### config.mk
export PLATFORM = sky130hd
export DESIGN_NAME = ddr2_emr_prog
export DESIGN_NICKNAME = d
export VERILOG_FILES = /design/src/rtl/ddr2_emr_pkg.sv /design/src/rtl/emr_check.sv /design/src/rtl/emr_pack.sv /design/src/rtl/emr_seq.sv /design/src/rtl/ddr2_emr_prog.sv
export SDC_FILE = /design/constraint.sdc
export NUM_CORES = 1
export LEC_CHECK = 0
export ABC_AREA = 1
export BUFFER_PORTS_ARGS = -buffer_cell sky130_fd_sc_hd__buf_2
export CELL_PAD_IN_SITES_DETAIL_PLACEMENT = 0
export CELL_PAD_IN_SITES_GLOBAL_PLACEMENT = 1
export CORE_UTILIZATION = 35
export CTS_BUF_LIST = sky130_fd_sc_hd__clkbuf_4
export DETAILED_ROUTE_END_ITERATION = 10
export PLACE_DENSITY_LB_ADDON = 0.1
export SKIP_LAST_GASP = 1
export SYNTH_ARGS = -nofsm -noshare
export SYNTH_HDL_FRONTEND = slang
export SYNTH_SLANG_ARGS = --single-unit
### constraint.sdc
create_clock -name clk -period 1.6 [get_ports clk]
set_input_delay 0.32 -clock clk [delete_from_list [all_inputs] [get_ports clk]]
set_output_delay 0.32 -clock clk [all_outputs]
set_load 0.02 [all_outputs]
### src/rtl/ddr2_emr_pkg.sv
package ddr2_emr_pkg;

  localparam int EMR_BITS = 14;

  localparam logic [2:0] BA_EXT1   = 3'b001;
  localparam logic [2:0] OCD_ENTER = 3'b111;
  localparam logic [2:0] OCD_LEAVE = 3'b000;

  typedef struct packed {
    logic       dll_off;
    logic       drv_reduced;
    logic [1:0] odt;
    logic [2:0] al;
    logic [2:0] ocd;
    logic       dqsn_off;
    logic       rdqs_on;
    logic       out_off;
  } emr_cfg_t;

  typedef enum logic [1:0] {
    SEQ_IDLE,
    SEQ_WAIT,
    SEQ_HOLD
  } seq_state_e;

endpackage

### src/rtl/emr_check.sv
module emr_check
  import ddr2_emr_pkg::*;
#(
  parameter int AL_MAX = 5
) (
  input  logic [2:0] al,
  input  logic [2:0] ocd,
  input  logic       pair,
  output logic       ok
);

  logic al_ok;
  logic ocd_ok;

  generate
    if (AL_MAX >= 7) begin : g_al_all
      assign al_ok = 1'b1;
    end else begin : g_al_lim
      assign al_ok = (int'(al) <= AL_MAX);
    end
  endgenerate

  assign ocd_ok = pair || (ocd == OCD_ENTER) || (ocd == OCD_LEAVE);
  assign ok     = al_ok && ocd_ok;

endmodule

### src/rtl/emr_pack.sv
module emr_pack
  import ddr2_emr_pkg::*;
#(
  parameter int ADDR_W = 14
) (
  input  emr_cfg_t          cfg,
  input  logic              pair,
  input  logic              second,
  output logic [ADDR_W-1:0] addr
);

  logic [2:0]          ocd_sel;
  logic [EMR_BITS-1:0] w;

  assign ocd_sel = pair ? (second ? OCD_LEAVE : OCD_ENTER) : cfg.ocd;

  always_comb begin
    w      = '0;
    w[0]   = cfg.dll_off;
    w[1]   = cfg.drv_reduced;
    w[2]   = cfg.odt[0];
    w[5:3] = cfg.al;
    w[6]   = cfg.odt[1];
    w[9:7] = ocd_sel;
    w[10]  = cfg.dqsn_off;
    w[11]  = cfg.rdqs_on;
    w[12]  = cfg.out_off;
    w[13]  = 1'b0;
  end

  generate
    if (ADDR_W > EMR_BITS) begin : g_pad
      assign addr = {{(ADDR_W-EMR_BITS){1'b0}}, w};
    end else begin : g_exact
      assign addr = w[ADDR_W-1:0];
    end
  endgenerate

endmodule

### src/rtl/emr_seq.sv
module emr_seq
  import ddr2_emr_pkg::*;
#(
  parameter int TMRD = 2
) (
  input  logic clk,
  input  logic rst_n,
  input  logic req_valid,
  input  logic req_ok,
  input  logic req_pair,
  input  logic banks_idle,
  input  logic burst_active,
  output logic req_ready,
  output logic busy,
  output logic cmd_v,
  output logic pair_o,
  output logic second_o,
  output logic done,
  output logic err
);

  localparam int CW = $clog2(TMRD + 1);
  localparam logic [CW-1:0] LOAD = CW'(TMRD - 1);
  localparam logic [CW-1:0] TOP  = CW'(TMRD);

  seq_state_e    state;
  logic [CW-1:0] cnt;
  logic          pair_r;
  logic          second_r;
  logic          go;

  assign go        = banks_idle && !burst_active;
  assign req_ready = (state == SEQ_IDLE);
  assign busy      = (state != SEQ_IDLE);
  assign pair_o    = pair_r;
  assign second_o  = second_r;

  always_ff @(posedge clk or negedge rst_n) begin
    if (!rst_n) begin
      state    <= SEQ_IDLE;
      cnt      <= '0;
      pair_r   <= 1'b0;
      second_r <= 1'b0;
      cmd_v    <= 1'b0;
      done     <= 1'b0;
      err      <= 1'b0;
    end else begin
      cmd_v <= 1'b0;
      done  <= 1'b0;
      err   <= 1'b0;
      case (state)
        SEQ_IDLE: begin
          if (req_valid) begin
            if (req_ok) begin
              state    <= SEQ_WAIT;
              pair_r   <= req_pair;
              second_r <= 1'b0;
            end else begin
              err <= 1'b1;
            end
          end
        end
        SEQ_WAIT: begin
          if (go) begin
            cmd_v <= 1'b1;
            cnt   <= LOAD;
            state <= SEQ_HOLD;
          end
        end
        SEQ_HOLD: begin
          if (cnt != '0) begin
            cnt <= cnt - CW'(1);
          end else if (pair_r && !second_r) begin
            second_r <= 1'b1;
            if (go) begin
              cmd_v <= 1'b1;
              cnt   <= LOAD;
            end else begin
              state <= SEQ_WAIT;
            end
          end else begin
            state <= SEQ_IDLE;
            done  <= 1'b1;
          end
        end
        default: state <= SEQ_IDLE;
      endcase
    end
  end

  // cycles since the last command, saturating at TMRD
  logic [CW-1:0] gap;
  always_ff @(posedge clk or negedge rst_n) begin
    if (!rst_n)          gap <= TOP;
    else if (cmd_v)      gap <= CW'(1);
    else if (gap != TOP) gap <= gap + CW'(1);
  end

  initial tmrd_param_chk: assert (TMRD >= 1);


  cmd_when_idle_chk: assert property (@(posedge clk) disable iff (!rst_n)
    cmd_v |-> $past(go));


  cmd_spacing_chk: assert property (@(posedge clk) disable iff (!rst_n)
    cmd_v |-> (gap == TOP));


  done_after_wait_chk: assert property (@(posedge clk) disable iff (!rst_n)
    done |-> (gap == TOP) && !busy);


  err_no_busy_chk: assert property (@(posedge clk) disable iff (!rst_n)
    err |-> !busy && !cmd_v && !done);


  cmd_after_accept_chk: assert property (@(posedge clk) disable iff (!rst_n)
    cmd_v |-> $past(busy));


  cmd_single_chk: assert property (@(posedge clk) disable iff (!rst_n)
    (cmd_v && TMRD > 1) |=> !cmd_v);

endmodule

### src/rtl/ddr2_emr_prog.sv
module ddr2_emr_prog
  import ddr2_emr_pkg::*;
#(
  parameter int ADDR_W = 14,
  parameter int TMRD   = 2,
  parameter int AL_MAX = 5
) (
  input  logic              clk,
  input  logic              rst_n,
  input  logic              req_valid,
  output logic              req_ready,
  input  logic              req_dll_off,
  input  logic              req_drv_reduced,
  input  logic [1:0]        req_odt,
  input  logic [2:0]        req_al,
  input  logic [2:0]        req_ocd,
  input  logic              req_ocd_pair,
  input  logic              req_dqsn_off,
  input  logic              req_rdqs_on,
  input  logic              req_out_off,
  input  logic              banks_idle,
  input  logic              burst_active,
  output logic              cmd_valid,
  output logic [2:0]        cmd_ba,
  output logic [ADDR_W-1:0] cmd_addr,
  output logic              busy,
  output logic              done,
  output logic              err
);

  emr_cfg_t          cfg_in;
  emr_cfg_t          cfg_q;
  logic              req_ok;
  logic              pair_act;
  logic              second;
  logic [ADDR_W-1:0] word;

  assign cfg_in = '{dll_off: req_dll_off, drv_reduced: req_drv_reduced,
                    odt: req_odt, al: req_al, ocd: req_ocd,
                    dqsn_off: req_dqsn_off, rdqs_on: req_rdqs_on,
                    out_off: req_out_off};

  always_ff @(posedge clk or negedge rst_n) begin
    if (!rst_n)                      cfg_q <= '0;
    else if (req_valid && req_ready) cfg_q <= cfg_in;
  end

  emr_check #(.AL_MAX(AL_MAX)) u_check (
    .al   (req_al),
    .ocd  (req_ocd),
    .pair (req_ocd_pair),
    .ok   (req_ok)
  );

  emr_seq #(.TMRD(TMRD)) u_seq (
    .clk          (clk),
    .rst_n        (rst_n),
    .req_valid    (req_valid),
    .req_ok       (req_ok),
    .req_pair     (req_ocd_pair),
    .banks_idle   (banks_idle),
    .burst_active (burst_active),
    .req_ready    (req_ready),
    .busy         (busy),
    .cmd_v        (cmd_valid),
    .pair_o       (pair_act),
    .second_o     (second),
    .done         (done),
    .err          (err)
  );

  emr_pack #(.ADDR_W(ADDR_W)) u_pack (
    .cfg    (cfg_q),
    .pair   (pair_act),
    .second (second),
    .addr   (word)
  );

  assign cmd_ba   = cmd_valid ? BA_EXT1 : 3'b000;
  assign cmd_addr = cmd_valid ? word : '0;


  cmd_target_chk: assert property (@(posedge clk) disable iff (!rst_n)
    cmd_valid |-> (cmd_ba == 3'b001) && !cmd_addr[13]);


  cmd_ocd_legal_chk: assert property (@(posedge clk) disable iff (!rst_n)
    cmd_valid |-> (cmd_addr[9:7] == 3'b111) || (cmd_addr[9:7] == 3'b000));


  ready_busy_chk: assert property (@(posedge clk) disable iff (!rst_n)
    req_ready != busy);

endmodule

# Word-level counts from Yosys, hierarchy flattened
# Cells that the tools add are included.
dict set report word_totals {
  register_bits 22
  input_bits 19
  out_inout_bits 22
  word_cells 75
}
dict set report op_classes {
  addsub 1
  n_lt_le_gt_ge 1
  n_eq_ne 10
  muxes 30
  n_reduce_logical 18
}
# op n
set op_table {}
lappend op_table {{$mux 2} 9}
lappend op_table {{$mux 1} 14}
lappend op_table {{$mux 13} 1}
lappend op_table {{$reduce_and 5->1} 2}
lappend op_table {{$reduce_bool 2->1} 4}
lappend op_table {{$mux 3} 2}
lappend op_table {{$ne 2x1->1 const B} 3}
lappend op_table {{$pmux 2 s3} 1}
lappend op_table {{$logic_and 1x1->1} 4}
lappend op_table {{$ne 2x2->1 const B} 2}
lappend op_table {{$pmux 1 s2} 2}
lappend op_table {{$pmux 2 s2} 1}
lappend op_table {{$eq 3x3->1 const B} 1}
lappend op_table {{$le 3x3->1 const B} 1}
lappend op_table {{$logic_not 3->1} 1}
lappend op_table {{$ne 3x1->1 const B} 1}
lappend op_table {{$ne 3x3->1 const B} 1}
lappend op_table {{$reduce_and 3->1} 1}
lappend op_table {{$eq 2x1->1 const B} 1}
lappend op_table {{$eq 2x2->1 const B} 1}
lappend op_table {{$logic_not 1->1} 2}
lappend op_table {{$logic_not 2->1} 1}
lappend op_table {{$logic_or 1x1->1} 2}
lappend op_table {{$reduce_and 2->1} 1}
lappend op_table {{$sub 2x1->2 const B} 1}

# Depth between registers and ports, before layout
# Gate-level depths: netlist (run 1).
dict set report logic_depth {
  depth_word 7
  ltp_mapped 10
}

# Hierarchy
# From an unflattened synthesis (run 1), not the netlist that was laid out.
dict set report unflattened {
  hier_cells 193
  area_unflattened_um2 1386.3
}
# mod instances cells_each area_per_inst_um2 seq_area_each_um2
set modules_own_cells {}
lappend modules_own_cells {ddr2_emr_prog 1 89 656.9 325.3}
lappend modules_own_cells {emr_seq 1 75 571.8 225.2}
lappend modules_own_cells {emr_pack 1 21 120.1 0.0}
lappend modules_own_cells {emr_check 1 8 37.5 0.0}

# Least setup slack after synthesis (run 1)
# No wires, ideal clock.
dict set report synth_timing {
  path_kind {register to register}
  start {register u_seq.state[0]}
  end {register cfg_q[0] in the netlist's numbering}
  setup_ns 0.066
  t_arrival_ns 1.395
  required_time_ns 1.534
  path_slack_ns 0.139
  path_stages_with_launch 8
  path_buffers 1
  synth_period_minus_slack_ns 1.461
  cell_sequence {dfrtp_1 inv_1 ha_1 nand2_1 inv_1 buf_2 nand2_1 nand2_1}
}
dict set report synth_between {
  elab_chain_len 2
}
# element line_no
set synth_rtl {}
lappend synth_rtl {{start: declaration} emr_seq.sv:26} ;# seq_state_e state;
lappend synth_rtl {{start signal: assignment} emr_seq.sv:40} ;# state <= SEQ_IDLE;
lappend synth_rtl {{start signal: assignment} emr_seq.sv:55} ;# state <= SEQ_WAIT;
lappend synth_rtl {{start signal: assignment} emr_seq.sv:67} ;# state <= SEQ_HOLD;
lappend synth_rtl {{$logic_not 2->1} emr_seq.sv:33} ;# assign req_ready = (state == SEQ_IDLE);
lappend synth_rtl {{named net req_ready} ddr2_emr_prog.sv:11} ;# output logic req_ready,
lappend synth_rtl {{$logic_and 1x1->1} ddr2_emr_prog.sv:45} ;# else if (req_valid && req_ready) cfg_q <= cfg_in;
lappend synth_rtl {{end signal: assignment} ddr2_emr_prog.sv:45}
lappend synth_rtl {{end: declaration} ddr2_emr_prog.sv:32} ;# emr_cfg_t cfg_q;
# The timed path passes the listed nets, and every way through them passes these cells.
# A chain may end at the register's enable or synchronous reset.

# Worst setup path after layout (run 1)
dict set report layout_timing {
  start {register u_seq.pair_r, in the netlist u_seq.pair_o}
  end {output port cmd_addr[7]}
}
dict set report layout_between {
  elab_chain_len 2
}
# element line_no
set layout_rtl {}
lappend layout_rtl {{start: declaration} emr_seq.sv:28} ;# logic pair_r;
lappend layout_rtl {{start signal: assignment} emr_seq.sv:56} ;# pair_r <= req_pair;
lappend layout_rtl {{$mux 3} emr_pack.sv:15} ;# assign ocd_sel = pair ? (second ? OCD_LEAVE : OCD_ENTER) : cfg.ocd;
lappend layout_rtl {{$mux 13} ddr2_emr_prog.sv:80} ;# assign cmd_addr = cmd_valid ? word : '0;
lappend layout_rtl {{end: declaration} ddr2_emr_prog.sv:25} ;# output logic [ADDR_W-1:0] cmd_addr,
# Every way passes these cells.

==> results of run 1 <==
## routing by layer
metal | vias to the layer above | routed length, um | GRT usage [%]
met5 | - | 0 | 0
met4 | 0 | 0 | 6.494
met3 | 0 | 81 | 2.772
met2 | 27 | 1300 | 25.75
met1 | 512 | 1208 | 20.69
li1 | 589 | - | -
## flip-flops by register name (all words and copies together) (netlist names)
name            count
u_seq.pair_o        1
u_seq.cnt           2
u_seq.done          1
u_seq.second_o      1
cfg_q              13
u_seq.err           1
u_seq.state         2
u_seq.cmd_v         1
## area by class of cell
| class | count | area (um^2) |
|---|---|---|
| clock buffer | 3 | 22.52 |
| timing repair buffer | 47 | 276.5 |
| inverter | 26 | 97.59 |
| tap | 44 | 55.05 |
| sequential | 22 | 550.5 |
| fill | 344 | 1609 |
| multi-input combinational | 115 | 538.0 |
| clock inverter | 1 | 3.754 |
## what timing repair did
item | in CTS | in global routing
endpoints found under the setup margin | 2 | 7
pin swaps | 0 | 1
resized for setup | 3 | 11
hold buffers | 1 | 0
endpoints found under the hold margin | 22 | 0
setup buffers | 1 | 3
## synth_stat cells
cell                       count  share of area [%]
sky130_fd_sc_hd__nor2_2        1               0.52
sky130_fd_sc_hd__nor2_1       16                5.0
sky130_fd_sc_hd__inv_2         3               0.94
sky130_fd_sc_hd__nand3_1       6                2.5
sky130_fd_sc_hd__dfrtp_1      22                 46
sky130_fd_sc_hd__nand2_1      71                 22
sky130_fd_sc_hd__clkbuf_1      2               0.63
sky130_fd_sc_hd__a21oi_1       1               0.42
sky130_fd_sc_hd__conb_1        1               0.31
sky130_fd_sc_hd__o21ai_2       1               0.73
sky130_fd_sc_hd__buf_4         4                2.5
sky130_fd_sc_hd__a31oi_1       1               0.52
sky130_fd_sc_hd__nand4_1       3                1.6
sky130_fd_sc_hd__o21ai_0       6                2.5
sky130_fd_sc_hd__o21bai_1      1               0.63
sky130_fd_sc_hd__ha_1          5                5.2
sky130_fd_sc_hd__buf_2         1               0.42
sky130_fd_sc_hd__inv_1        23                7.2
## through the flow
stage / utilization [%] / hold WS [ns] / setup WS (ns) / setup TNS, ns / std cells
after detailed placement: 45.63 / 0.3184 / 0.09739 / 0 / 249
after global placement: 45.63 / 0.3146 / 0.1719 / 0 / 249
after floorplan: - / 0.02441 / 0.1392 / 0 / 170
final: 48.97 / 0.1932 / 0.05503 / 0 / 258
after CTS: 47.42 / 0.1942 / 0.005276 / 0 / 255
after global routing: 48.97 / 0.1930 / -0.01682 / -0.04270 / 258
## critical path, delay by kind of cell, from the launching register on
kind                   cells  cell delay [ns]
buffers and inverters      2             0.29
DFF                        1             0.40
and+or+nand+nor            2             0.24
## power groups by stage
| stage | Sequential [uW] | Combinational, uW | Clock [uW] |
|---|---|---|---|
| 6_report | 914 | 1260 | 260 |
| 5_1_grt | 941 | 1430 | 297 |
| 4_1_cts | 918 | 1180 | 270 |
| 3_5_place_dp | 939 | 1100 | 0 |
| 3_3_place_gp | 929 | 1090 | 0 |
| 2_1_floorplan | 938 | 777 | 0 |
## path summary, 6_finish.rpt
check | slack [ns] | endpoint | cells past startpoint
worst max-delay path | 0.06 | cmd_addr[7] | 4
max in group asynchronous | 0.76 | cfg_q[8] | 2
worst min register to register | 0.49 | cfg_q[2] | 2
min in group asynchronous | 0.51 | u_seq.pair_o | 2
worst max register to register | 0.14 | u_seq.state[0] | 9
worst min-delay path | 0.19 | cfg_q[10] | 3
## cells by family after synthesis
logic type                 after synthesis
and+or+nand+nor                         97
buffers and inverters                   33
AOI/OAI and AO/OA                       10
DFF                                     22
other                                    1
adders and majority gates                5
==> impl_summary.txt, run 1 <==
----------------------------------------------------
[Status]
  Status ... complete, no violations

[Clock network]
  Number of clock buffers inserted by TritonCTS ... 3
  Clk Tree Root Cell ... sky130_fd_sc_hd__clkbuf_4
  Number of H-tree levels ... 1
  Clock network latency to the later pin of the worst-skew pair ... 0.31 ns
  Clock Tree Buf Depth ... 2
  Clock tree from TritonCTS ... built
  Clock transition at path regs ... 0.12 ns
  Number of clock sinks seen by CTS ... 22

[Min path]
  Launch point of the worst hold path ... req_odt[1]
  Type of the tightest min-delay check ... input pin to flop

[Detailed routing]
  Pre-Repair DR Iteration Count ... 4
  Mean number of vias per cell ... around 4.4
  DRT Wirelength ... approximately 2600 um
  Detail Route Antenna Nets ... 0
  Initial DRC count ... 37
  Average routed wire per standard cell ... 10.04 um
  DRC violation count after routing ... 0
  Vias post-DR ... around 1,100

[STA]
  Achievable clock frequency ... roughly 650 MHz
  Slew Limit Fails ... 0
  Hold Fails Final Rpt ... 0
  RSZ-0062 raised after global routing ... yes
  Total of endpoints with negative setup slack in the final report ... 0
  Final worst path period need ... 1.545 ns
  Tcrit/Tclk final ... between 90% and 100%
  Maximum clock skew at final layout ... 0.005144 ns

[Floorplanning]
  Number of placed I/O pins ... 41
  Standard-cell row count ... 20
  Die area ... 3655 um^2
  Die Y-Extent ... around 60 um
  Core Region ... roughly 3200 um^2
  Effective utilization at floorplan ... 37.94%
  Overall die width ... between 60 and 70 um

[Power and ir drop]
  Clock group share of total power ... around a tenth
  Int Power ... roughly 1400 uW
  Total power ... roughly 2400 uW
  Total net switching power ... about 1000 uW
  Portion of total power attributed to sequential cells ... a little under two fifths
  Maximum VDD drop ... 0.0006949 V
  Net switching fraction of the power ... 43.03%
  Combinational group share of total power ... approximately half
  Power per cell area ... between 1500 and 2000 nW/um^2
  Static leakage ... 0.0009781 uW

[Synthesis]
  Per-instance average area after synthesis ... between 7 and 8 um^2
  Number of warnings reported in the yosys synthesis log ... 0
  Largest family of logic cells by synthesized area ... simple AND/OR/NAND/NOR gates
  Fraction of the mapped netlist area in simple logic gates ... 31.90%
  Adder-cell area share of the yosys netlist ... between 5 and 6%
  Yosys reg bits ... 22
  Xor/xnor share of the synthesized area ... 0%
  Yosys cell types ... 18
  Gate count of the mapped netlist ... 168
  Compound-Gate Fraction of Synth Area ... between 4 and 5%
  Netlist Area Pre-Place ... between 1000 and 1500 um^2
  Sequential area share after synthesis ... around 46%
  Multiplexer share of the synthesized area ... 0%

[Setup path]
  Crit Path Max Fanout ... 5
  Type of the setup path with the least slack ... flop to output pin
  Peak per-stage delay on the critical path ... 0.40 ns
  Worst r2r src ... u_seq.state[1]
  Critical path data arrival time ... 1.22 ns
  Critical Path Source ... u_seq.pair_o
  List of cells traversed by the critical path ... buf_4 > nor2_1 > nor2_4 > buf_6
  CP Launch Type ... flop
  Max stage delay cell, worst path ... sky130_fd_sc_hd__dfrtp_1
  Kind of end point of the critical path ... output pin
  Worst EP required ... between 1 and 1.5 ns

[Placement]
  Detailed placement HPWL ... about 1900 um
  Final GP Congestion ... between 0.8 and 0.9
  Port-buffer cells ... 37
  Cell Area, Placed ... roughly 1400 um^2

[Global route]
  Vias in the first global route ... 1,007
  Total gr overflow ... 0
  Global-route wire length before repair ... 4312 um
  GR Util All Layers ... roughly 16%
  Maximum number of pins on one net before global-route repair ... 23
  Number of antenna violations at the first check in global routing ... 0

[Finish]
  Most common library cell in the layout ignoring fill and taps ... sky130_fd_sc_hd__nand2_1
  Total Nets Final ... around 240
  Highest-count cells in the layout ignoring fill and taps ... sky130_fd_sc_hd__nand2_1 (71), sky130_fd_sc_hd__buf_2 (33), sky130_fd_sc_hd__dfrtp_1 (22)
  Number of antenna repair diodes ... 0
  Post-route cell area ... ~1500 um^2
  Synth-to-Final Area Change ... 29.08%
  Share of post-route cells with drive strength above 1 ... between 20% and 30%

[Job]
  Max-cap check violation count ... 0

----------------------------------------------------
Power figures use the tool's default switching activity.
==> run 2, diff against run 1 <==
ABC_AREA = unset   (was 1)
CORE_UTILIZATION = 39   (was 35)
==> run 2 against run 1 <==
Power rose by 2.3%. Register-to-register slack got worse by 0.08 ns. Setup slack worse by 0.021 ns. Routed wire length is 9.1% lower. Critical path depth fell by 1. Critical path type unchanged. Critical endpoint is now cmd_addr[9]. Largest power group unchanged.
==> impl_summary.txt, run 2 <==
----------------------------------------------------
[Status]
  Status ... complete, no violations

[Detailed routing]
  DRC violation count after routing ... 0
  Detail Route Antenna Nets ... 0
  Vias post-DR ... approximately 900
  Pre-Repair DR Iteration Count ... 2
  DRT Wirelength ... approximately 2400 um
  Mean number of vias per cell ... approximately 5.0
  Initial DRC count ... 11
  Average routed wire per standard cell ... approximately 13 um

[Power and ir drop]
  Combinational group share of total power ... roughly half
  Maximum VDD drop ... about 0.00093 V
  Total net switching power ... between 900 and 1000 uW
  Int Power ... between 1500 and 2000 uW
  Portion of total power attributed to sequential cells ... between 30% and 40%
  Static leakage ... around 0.00077 uW
  Net switching fraction of the power ... a little over a third
  Clock group share of total power ... between 10% and 20%
  Power per cell area ... 1653 nW/um^2

[Setup path]
  Register-to-register setup slack ... ~0.060 ns
  Critical path data arrival time ... between 1 and 1.5 ns
  Combined buffer and inverter count along the critical path ... 1
  Number of stages on the worst setup path ... 3
  Worst r2r src ... u_seq.state[1]
  CP delay by family, top ... flip-flops
  Type of the setup path with the least slack ... flop to output pin
  CP Launch Type ... flop
  Count of cells along the worst register-to-register path ... 5
  Peak per-stage delay on the critical path ... between 0.4 and 0.5 ns
  Max stage delay cell, worst path ... sky130_fd_sc_hd__dfrtp_1
  Reg2Reg Capture Point ... u_seq.state[1]
  Crit Path Max Fanout ... 4
  Worst EP required ... 1.28 ns
  List of cells traversed by the critical path ... nor2b_4 > o21a_1 > buf_2
  Kind of end point of the critical path ... output pin

[Global route]
  Vias in the first global route ... ~890
  Number of antenna violations at the first check in global routing ... 0
  Global-route wire length before repair ... just under 4000 um
  Maximum number of pins on one net before global-route repair ... 23
  Total gr overflow ... 0
  GR Util All Layers ... between 10% and 20%

[Floorplanning]
  Effective utilization at floorplan ... between 40% and 50%
  Die Y-Extent ... ~57 um
  Core Region ... between 2000 and 3000 um^2
  Number of placed I/O pins ... between 40 and 50
  Overall die width ... 56.57 um
  Die area ... 3200 um^2
  Standard-cell row count ... 19

[Placement]
  Post-Place Worst Slack ... -0.05959 ns
  Detailed placement HPWL ... between 1500 and 2000 um
  Final GP Congestion ... ~0.73
  Port-buffer cells ... 37
  Cell Area, Placed ... approximately 1400 um^2

[STA]
  Achievable clock frequency ... 638.7 MHz
  Slew Limit Fails ... 0
  Hold Fails Final Rpt ... 0
  Tcrit/Tclk final ... about 98%
  Final worst path period need ... 1.566 ns
  RSZ-0062 raised after global routing ... yes
  Total of endpoints with negative setup slack in the final report ... 0
  Max-Slew Margin vs Limit ... about two thirds
  Maximum clock skew at final layout ... about 0.0047 ns
  Worst Slack Setup Final ... between 0.03 and 0.04 ns
  Slew of the pin with the lowest slew margin ... 0.5059 ns

[Finish]
  Top flop regs ... cfg_q: 13 flops, u_seq.cnt: 2 flops, u_seq.state: 2 flops
  Most common library cell in the layout ignoring fill and taps ... sky130_fd_sc_hd__buf_2
  Number of flip-flops under the largest register name ... 13
  Most flops, register ... cfg_q
  Post-route cell area ... 1506 um^2
  Number of antenna repair diodes ... 0
  Total Nets Final ... 172
  Highest-count cells in the layout ignoring fill and taps ... sky130_fd_sc_hd__buf_2 (33), sky130_fd_sc_hd__dfrtp_1 (21), sky130_fd_sc_hd__mux2_2 (16)
  Synth-to-Final Area Change ... 29.74%
  Share of post-route cells with drive strength above 1 ... 52.38%

[Synthesis]
  Yosys cell types ... 30
  Yosys top cell by area ... sky130_fd_sc_hd__dfrtp_1
  Gate count of the mapped netlist ... 101
  Sequential area share after synthesis ... between 40% and 50%
  Async SR Flop Fraction ... between 90% and 100%
  Most used flip-flop cell after synthesis ... sky130_fd_sc_hd__dfrtp_1
  Number of warnings reported in the yosys synthesis log ... 0
  Largest cells by area after synthesis ... sky130_fd_sc_hd__dfrtp_1 (47%), sky130_fd_sc_hd__mux2_2 (16%), sky130_fd_sc_hd__and2_1 (5.9%)
  Netlist Area Pre-Place ... between 1000 and 1500 um^2
  EDFF count, synth ... 0
  Most repeated cell in the gate-level netlist after synthesis ... sky130_fd_sc_hd__dfrtp_1
  Fraction of post-synthesis cell area in the top cell type by area ... between 40% and 50%
  Per-instance average area after synthesis ... around 11 um^2
  Yosys reg bits ... 22
  Cell types with the highest counts after synthesis ... sky130_fd_sc_hd__dfrtp_1 (22), sky130_fd_sc_hd__mux2_2 (16), sky130_fd_sc_hd__and2_1 (11)

[Clock network]
  Clock Tree Buf Depth ... 2
  Clock network latency to the later pin of the worst-skew pair ... between 0.3 and 0.4 ns
  Clock transition at path regs ... 0.12 ns
  Number of H-tree levels ... 1
  Number of clock sinks seen by CTS ... 22
  Clk Tree Root Cell ... sky130_fd_sc_hd__clkbuf_4
  Number of clock buffers inserted by TritonCTS ... 3
  Clock tree from TritonCTS ... built

[Min path]
  Endpoint of the worst hold path ... cfg_q[6]
  Cell depth of the worst min-delay path ... 2
  Type of the tightest min-delay check ... input pin to flop
  Launch point of the worst hold path ... req_al[0]

[Job]
  Max-cap check violation count ... 0

----------------------------------------------------
==> run 2: cell count changes in the layout (fill, tap and decap cells not counted), sizes merged, moves of 3 or more <==
cell / change
nand3: -4
nand2: -66
nand2b: +3
inv: -23
and2: +11
nand4: -3
o21ai: -6
mux2: +16
nor2: -13
==> run 2: metal layers <==
metal	global-route usage [%]	routed length, um	vias up
met5	0	0	-
met4	4.181	15	0
met3	2.995	95	2
met2	27.90	1208	23
met1	19.56	1035	437
li1	-	-	434
==> run 2: logic make-up after synthesis <==
| family | Yosys count | synth area share (%) |
|---|---|---|
| buffers and inverters | 10 | 4.633 |
| flip-flops | 22 | 47.41 |
| other | 1 | 0.3230 |
| adder cells (fa/ha/maj) | 5 | 5.388 |
| multiplexers | 17 | 16.38 |
| AO/OA/AOI/OAI | 15 | 10.45 |
| AND/OR/NAND/NOR | 31 | 15.41 |
==> run 2: through the flow <==
stage                     setup TNS [ns]  util (%)  std cells  power (uW)  hold WS (ns)
after detailed placement         -0.1165     49.80        168        2032        0.3250
after floorplan                        0         -        103        1712       0.02441
final                                  0     54.16        178        2491        0.2382
after global placement          -0.02060     49.80        168        1997        0.3087
after global routing            -0.09396     54.16        178        2676        0.2169
after CTS                       -0.01961     52.14        175        2385        0.2271
==> run 2: final cells by class <==
cell class,instances,area [um^2]
Fill cell,264,1275
Multi-Input combinational cell,71,594.3
Sequential cell,22,551.8
Timing Repair Buffer,47,284.0
Tap cell,31,38.79
Clock buffer,3,22.52
Inverter,3,11.26
Clock inverter,1,3.754
==> run 2: worst max-delay path by stage <==
stage	endpoint	slack, ns	from
floorplan	u_seq.state[0]	0.01	u_seq.state[0]
global route	cmd_addr[9]	-0.04	u_seq.pair_o
global placement	u_seq.state[0]	-0.01	req_ocd[1]
finish	cmd_addr[9]	0.03	u_seq.pair_o
detailed placement	u_seq.state[1]	-0.06	req_ocd[1]
CTS	cmd_addr[9]	-0.02	u_seq.pair_o
==> run 2: repair_timing <==
action,4_1_cts,5_1_grt
hold buffers,1,0
setup buffers,2,3
gates resized for setup,5,11
endpoints found under the hold margin,22,0
pin swaps,0,1
setup endpoints to repair,5,13
==> run 2: power groups by stage <==
stage / combinational [uW] / sequential (uW) / clock (uW)
after CTS: 1170 / 938 / 273
after global routing: 1400 / 982 / 297
after detailed placement: 1080 / 956 / 0
after global placement: 1050 / 943 / 0
after floorplan: 772 / 941 / 0
final: 1290 / 945 / 258
